[src/rtl/pstop_pkg.sv]
package pstop_pkg;
  localparam int NGATED = 8;
  // gated register g lives at address g+1
  localparam logic [NGATED-1:0] CLR_ON_STOP = 8'b0001_1110;
  localparam int IDX_CFG = 0;
endpackage

[src/rtl/pstop_regs.sv]
module pstop_regs
  import pstop_pkg::*;
#(
  parameter int DW = 16,
  parameter int IW = 4,
  parameter int REC_W = 8,
  parameter logic [REC_W-1:0] REC_INIT = 4
) (
  input  logic             clk,
  input  logic             rst_n,
  input  logic             stop_i,
  input  logic             acc_i,
  input  logic             we_i,
  input  logic [IW-1:0]    idx_i,
  input  logic [DW-1:0]    wdata_i,
  input  logic             abort_set_i,
  output logic             cfg_stop_o,
  output logic [REC_W-1:0] cfg_rec_o,
  output logic             gated_hit_o,
  output logic [DW-1:0]    rdata_o
);
  localparam int PAD = DW - REC_W - 2;

  logic             stop_bit_q, abort_q;
  logic [REC_W-1:0] rec_q;
  logic             cfg_wr;
  logic [NGATED-1:0][DW-1:0] gq;

  assign cfg_wr = acc_i && we_i && (idx_i == IW'(IDX_CFG));
  assign gated_hit_o = acc_i && (idx_i >= IW'(1)) && (idx_i <= IW'(NGATED));

  always_ff @(posedge clk or negedge rst_n) begin
    if (!rst_n) begin
      stop_bit_q <= 1'b0;
      abort_q    <= 1'b0;
      rec_q      <= REC_INIT;
    end else begin
      if (cfg_wr) begin
        stop_bit_q <= wdata_i[0];
        rec_q      <= wdata_i[DW-1 -: REC_W];
      end
      abort_q <= abort_set_i || (abort_q && !(cfg_wr && wdata_i[1]));
    end
  end

  for (genvar g = 0; g < NGATED; g++) begin : g_reg
    localparam bit CLR = CLR_ON_STOP[g];
    logic [DW-1:0] q;
    logic          sel;
    assign sel = acc_i && we_i && (idx_i == IW'(g + 1));
    always_ff @(posedge clk or negedge rst_n) begin
      if (!rst_n) q <= '0;
      else if (CLR && stop_i) q <= '0;
      else if (sel && !stop_i) q <= wdata_i;
    end
    assign gq[g] = q;
  end

  always_comb begin
    rdata_o = '0;
    if (idx_i == IW'(IDX_CFG))
      rdata_o = {rec_q, {PAD{1'b0}}, abort_q, stop_bit_q};
    else if (gated_hit_o)
      rdata_o = gq[idx_i - IW'(1)];
  end

  assign cfg_stop_o = stop_bit_q;
  assign cfg_rec_o  = rec_q;
endmodule

[src/rtl/pstop_ram.sv]
module pstop_ram #(
  parameter int DW = 16,
  parameter int RAW = 4
) (
  input  logic           clk,
  input  logic           stop_i,
  input  logic           acc_i,
  input  logic           we_i,
  input  logic [RAW-1:0] idx_i,
  input  logic [DW-1:0]  wdata_i,
  output logic [DW-1:0]  rdata_o
);
  localparam int DEPTH = 2 ** RAW;
  logic [DW-1:0] mem [DEPTH];

  always_ff @(posedge clk) begin
    if (acc_i && we_i && !stop_i) mem[idx_i] <= wdata_i;
  end

  assign rdata_o = stop_i ? '0 : mem[idx_i];
endmodule

[src/rtl/pstop_seq.sv]
module pstop_seq #(
  parameter int REC_W = 8,
  parameter int TMR_W = 4,
  parameter int TMR_PERIOD = 10
) (
  input  logic             clk,
  input  logic             rst_n,
  input  logic             stop_i,
  input  logic [REC_W-1:0] rec_load_i,
  input  logic             trig_i,
  input  logic             seq_done_i,
  output logic             ready_o,
  output logic             seq_active_o,
  output logic             abort_o,
  output logic [TMR_W-1:0] tmr_o,
  output logic             tick_o
);
  localparam logic [TMR_W-1:0] TMR_LAST = TMR_W'(TMR_PERIOD - 1);

  logic [REC_W-1:0] rec_q;
  logic [TMR_W-1:0] tmr_q;
  logic pend_q, act_q, stop_q;
  logic rec_zero, start;

  assign rec_zero = (rec_q == '0);
  assign ready_o  = !stop_i && rec_zero;
  assign start    = ready_o && !act_q && (trig_i || pend_q);
  assign abort_o  = stop_i && !stop_q && (act_q || (trig_i && rec_zero));

  always_ff @(posedge clk or negedge rst_n) begin
    if (!rst_n) begin
      rec_q  <= '0;
      tmr_q  <= '0;
      pend_q <= 1'b0;
      act_q  <= 1'b0;
      stop_q <= 1'b0;
    end else begin
      stop_q <= stop_i;
      if (stop_i) begin
        rec_q  <= rec_load_i;
        tmr_q  <= '0;
        pend_q <= 1'b0;
        act_q  <= 1'b0;
      end else begin
        if (!rec_zero) rec_q <= rec_q - REC_W'(1);
        tmr_q  <= (tmr_q == TMR_LAST) ? '0 : tmr_q + TMR_W'(1);
        pend_q <= start ? 1'b0 : (pend_q || (trig_i && !ready_o));
        if (start) act_q <= 1'b1;
        else if (seq_done_i) act_q <= 1'b0;
      end
    end
  end

  assign seq_active_o = act_q;
  assign tmr_o  = tmr_q;
  assign tick_o = !stop_i && (tmr_q == TMR_LAST);
endmodule

[src/rtl/pstop_ctrl.sv]
module pstop_ctrl #(
  parameter int AW = 5,
  parameter int DW = 16,
  parameter int REC_W = 8,
  parameter logic [REC_W-1:0] REC_INIT = 4,
  parameter int TMR_W = 4,
  parameter int TMR_PERIOD = 10
) (
  input  logic             clk,
  input  logic             rst_n,
  input  logic             sys_stop_i,
  input  logic             bus_en_i,
  input  logic             bus_we_i,
  input  logic [AW-1:0]    bus_addr_i,
  input  logic [DW-1:0]    bus_wdata_i,
  output logic [DW-1:0]    bus_rdata_o,
  output logic             wr_err_o,
  input  logic             trig_i,
  input  logic             seq_done_i,
  output logic             conv_en_o,
  output logic             seq_active_o,
  output logic             ready_o,
  output logic             stopped_o,
  output logic [TMR_W-1:0] tmr_cnt_o,
  output logic             tmr_tick_o
);
  localparam int IW = AW - 1;

  logic             ram_sel, reg_acc, ram_acc, stop;
  logic             cfg_stop, gated_hit, abort;
  logic [REC_W-1:0] cfg_rec;
  logic [DW-1:0]    reg_rd, ram_rd;
  logic             err_q;

  assign ram_sel = bus_addr_i[AW-1];
  assign reg_acc = bus_en_i && !ram_sel;
  assign ram_acc = bus_en_i && ram_sel;
  assign stop    = cfg_stop || sys_stop_i;

  pstop_regs #(.DW(DW), .IW(IW), .REC_W(REC_W), .REC_INIT(REC_INIT)) u_regs (
    .clk(clk), .rst_n(rst_n), .stop_i(stop), .acc_i(reg_acc), .we_i(bus_we_i),
    .idx_i(bus_addr_i[IW-1:0]), .wdata_i(bus_wdata_i), .abort_set_i(abort),
    .cfg_stop_o(cfg_stop), .cfg_rec_o(cfg_rec), .gated_hit_o(gated_hit),
    .rdata_o(reg_rd)
  );

  pstop_ram #(.DW(DW), .RAW(IW)) u_ram (
    .clk(clk), .stop_i(stop), .acc_i(ram_acc), .we_i(bus_we_i),
    .idx_i(bus_addr_i[IW-1:0]), .wdata_i(bus_wdata_i), .rdata_o(ram_rd)
  );

  pstop_seq #(.REC_W(REC_W), .TMR_W(TMR_W), .TMR_PERIOD(TMR_PERIOD)) u_seq (
    .clk(clk), .rst_n(rst_n), .stop_i(stop), .rec_load_i(cfg_rec),
    .trig_i(trig_i), .seq_done_i(seq_done_i), .ready_o(ready_o),
    .seq_active_o(seq_active_o), .abort_o(abort), .tmr_o(tmr_cnt_o),
    .tick_o(tmr_tick_o)
  );

  always_ff @(posedge clk or negedge rst_n) begin
    if (!rst_n) err_q <= 1'b0;
    else err_q <= stop && bus_we_i && (ram_acc || gated_hit);
  end

  assign bus_rdata_o = ram_sel ? ram_rd : reg_rd;
  assign wr_err_o    = err_q;
  assign conv_en_o   = !stop;
  assign stopped_o   = stop;
endmodule

[config.mk]
export PLATFORM = sky130hd
export DESIGN_NAME = pstop_ctrl
export DESIGN_NICKNAME = d
export VERILOG_FILES = /design/src/rtl/pstop_pkg.sv /design/src/rtl/pstop_regs.sv /design/src/rtl/pstop_ram.sv /design/src/rtl/pstop_seq.sv /design/src/rtl/pstop_ctrl.sv
export SDC_FILE = /design/constraint.sdc
export NUM_CORES = 1
export LEC_CHECK = 0
export BUFFER_PORTS_ARGS = -buffer_cell sky130_fd_sc_hd__buf_2
export CORE_MARGIN = 1.5
export CORE_UTILIZATION = 35
export CTS_BUF_LIST = sky130_fd_sc_hd__clkbuf_8 sky130_fd_sc_hd__clkbuf_16
export CTS_CLUSTER_DIAMETER = 200
export DETAILED_ROUTE_END_ITERATION = 8
export PLACE_DENSITY = 0.59
export SLEW_MARGIN = 0
export SYNTH_ARGS = -nofsm -noshare
export SYNTH_HDL_FRONTEND = slang
export SYNTH_SLANG_ARGS = --single-unit
[constraint.sdc]
create_clock -name clk -period 4.9 [get_ports clk]
set_input_delay 0.735 -clock clk [delete_from_list [all_inputs] [get_ports clk]]
set_output_delay 0.735 -clock clk [all_outputs]
set_load 0.02 [all_outputs]
==> results.py <==
metrics = {
    "worst_setup_path": {
        "critPathKind": "input pin to output port",
        "path_cells": "buf_6, inv_1, ha_1, buf_12, mux4_2, mux2_2, a221o_1, buf_2",
        "reg2regPathDepth": 5,
        "slowest_delay_ps": 620,
        "crit_path_end": "bus_rdata_o[15]",
        "crit_fanout": 25,
        "worstPathRequired_ps": 4160,
        "r2r-end": "u_ram.mem[2][6]",
        "end_kind": "output port",
        "slowest_stage": "ha_1",
        "worstSetupStartpoint": "bus_addr_i[0]",
        "cp.arrival_ps": 3340,
        "rrSetupSlack_ps": 1890,
        "reg2reg_from": "u_regs.cfg_stop_o",
        "crit_path_start_kind": "input pin",
    },
    "route": {
        "route.detailed.drc": 0,
        "ant_nets": 0,
        "viasPerCell": 5.40,
        "vias": 9556,
        "drt_wl_total_um": 41700,
        "wire_per_inst_um": 23.6,
        "drt_iter0_drc": 698,
        "first_pass_iters": 5,
    },
    "clocking": {
        "clock_path_buffers": 3,
        "ctsHoldBuffers": 0,
        "cts_resized": 0,
        "cts_tree": "done",
        "clk_pin_slew_ps": 60,
        "numCtsBuffers": 42,
        "cts_sinks": 410,
        "cts_setup_buffers": 0,
        "clk_latency_ps": 570,
        "root_buffer": "clkbuf_16",
        "htreeDepth": 2,
    },
    "sta": {
        "max_freq_ghz": 0.245,
        "rsz0062_at_grt": "false",
        "setup_tns_ps": 0,
        "fin_crit_ps": 4080,
        "relSlewSlack_pct": 25.8,
        "fin_skew_ps": 11.0,
        "post-route-period-util_pct": 83.2,
        "tightestPinTransition_ps": 1110,
        "final_hold_viol_count": 0,
        "setup_viol": 0,
        "slew_viol_final": 0,
    },
    "global_routing": {
        "grt_first_pass_wirelength_um": 63700,
        "grtUsageTotal_pct": 17.0,
        "grt_pass1_vias": 10100,
        "grt_max_degree": 78,
        "grt_remaining_overflow": 0,
        "antenna_found_initial": 3,
    },
    "finish": {
        "multi_input_area_um2": 5270,
        "final_area_um2": 19600,
        "layout.nets": 1159,
        "final_common_cell": "edfxtp_1",
        "fillers": 4358,
        "drive_gt1_share_pct": 29.7,
        "final_cell_mix": "256 x edfxtp_1, 153 x dfrtp_1, 144 x nand2_1, 96 x mux4_2, 90 x mux2_2",
        "regArea_um2": 11500,
        "syn2layout_area_growth_pct": 14.0,
    },
    "placed_design": {
        "placed_area_um2": 18200,
        "place.detailed.hpwl_um": 25700,
        "portBuffers": 53,
        "gp_congestion": 0.815,
    },
    "pwr": {
        "irDropWorstVdd_mv": 0.306,
        "power_leakage_nw": 7.32,
        "power_density_nw_per_um2": 392,
    },
    "synthesis": {
        "yosys_warnings": 0,
        "avgSynthCellArea_um2": 16.1,
        "yosysTopAreaCellShare_pct": 44.8,
        "yosys_register_bits": 410,
        "synth_edf_count": 256,
        "ys_async_sr_fraction_pct": 37.6,
        "ys.flop_type": "edfxtp_1",
        "yosysSeqAreaShare_pct": 67.3,
        "syn_inst": 1065,
        "synth_area_leaders": "edfxtp_1 45%, dfrtp_1 22%, mux4_2 13%",
        "syn_nets": 1102,
        "syn_area_um2": 17200,
        "yosysUniqueCellTypes": 45,
        "yosysTopAreaCell": "edfxtp_1",
    },
    "flow_run": {
        "cap_violations": 0,
    },
    "floorplanning": {
        "die_area_um2": 50400,
        "initial_core_util_pct": 35.7,
        "die_w_um": 224,
        "ioPinCount": 54,
        "coreArea_um2": 48000,
        "chipHeight_um": 224,
        "row_count": 80,
    },
    "outcome": {
        "status": "finished, final reports clean",
    },
    "worst_hold_path": {
        "hold_path.class": "input pin to async pin",
    },
}
## sequential cells by signal (all words and copies together) (netlist names)
name / cells
u_seq.stop_q: 1
wr_err_o: 1
u_seq.seq_active_o: 1
u_seq.rec_q: 8
u_seq.pend_q: 1
u_seq.tmr_o: 4
u_ram.mem: 256
u_regs.cfg_stop_o: 1
u_regs.g.q: 128
u_regs.abort_q: 1
u_regs.cfg_rec_o: 8
## final cells by class
cell class / count / area share [%]
inverter: 9 / 0.173
multi-input combinational: 572 / 26.9
clock buffer: 46 / 5.71
clock inverter: 31 / 1.33
sequential: 410 / 59.0
tap: 615 / 3.93
antenna: 1 / 0.0128
timing repair buffer: 87 / 2.92
## report_power, final
group	internal (mW)	switching (mW)	leakage [nW]
Clock	1.82	1.36	0.705
Combinational	0.260	0.374	2.22
Sequential	3.78	0.0711	4.40
## Yosys cell counts (8+ instances only)
cell type  instances
edfxtp_1         256
dfrtp_1          153
nand2_1          144
mux4_2            96
mux2_2            90
a21oi_1           81
clkbuf_1          48
nor2_1            29
a22oi_1           20
mux2i_1           15
buf_2             12
a221o_1           10
nor3_1            10
ha_1               9
nor2b_1            9
buf_4              8
inv_1              8
o21ai_0            8
## per-layer routing
layer,track usage [%],up-vias,wire length (um)
li1,-,4200,-
met5,0,-,13
met2,27.2,284,19800
met4,3.88,2,638
met1,24.5,5021,18700
met3,2.65,49,2530
## logic make-up (layout without fill, tap and decap cells)
kind of cell | Yosys count | after routing | synth area share [%]
flops | 410 | 410 | 67.3
simple gates | 224 | 224 | 5.64
fa+ha+maj | 9 | 9 | 0.656
other cells | 0 | 1 | 0
compound gates | 132 | 132 | 4.67
buf+inv | 83 | 173 | 2.09
mux | 201 | 201 | 19.4
xor+xnor | 6 | 6 | 0.306
## critical path: cells and delay by family
kind	cells	cell delay, ps
adders and majority gates	1	620
buffers and inverters	4	920
muxes	2	600
AOI/OAI and AO/OA	1	420
## metrics by stage
| step | utilization, % | worst slack (ps) | hold slack [ps] | power, mW | cells |
|---|---|---|---|---|---|
| finish | 40.7 | 823 | 173 | 7.67 | 1771 |
| detailed placement | 37.8 | 806 | 434 | 4.56 | 1693 |
| floorplan | - | 917 | 407 | 4.33 | 1065 |
| global placement | 37.8 | 868 | 423 | 4.55 | 1693 |
| global route | 40.7 | 696 | 208 | 7.95 | 1770 |
| CTS | 40.7 | 809 | 190 | 7.74 | 1770 |
## worst min-delay path by stage
stage / start / to / slack, ps
after floorplan: u_seq.stop_q / u_regs.abort_q / 410
after global placement: u_seq.stop_q / u_regs.abort_q / 420
after detailed placement: u_seq.stop_q / u_regs.abort_q / 430
after CTS: rst_n / u_regs.g_reg[6].q[13] / 190
after global routing: rst_n / u_seq.tmr_o[3] / 210
final: rst_n / u_regs.g_reg[6].q[13] / 170
No activity file was read; power rests on OpenSTA's default activity.
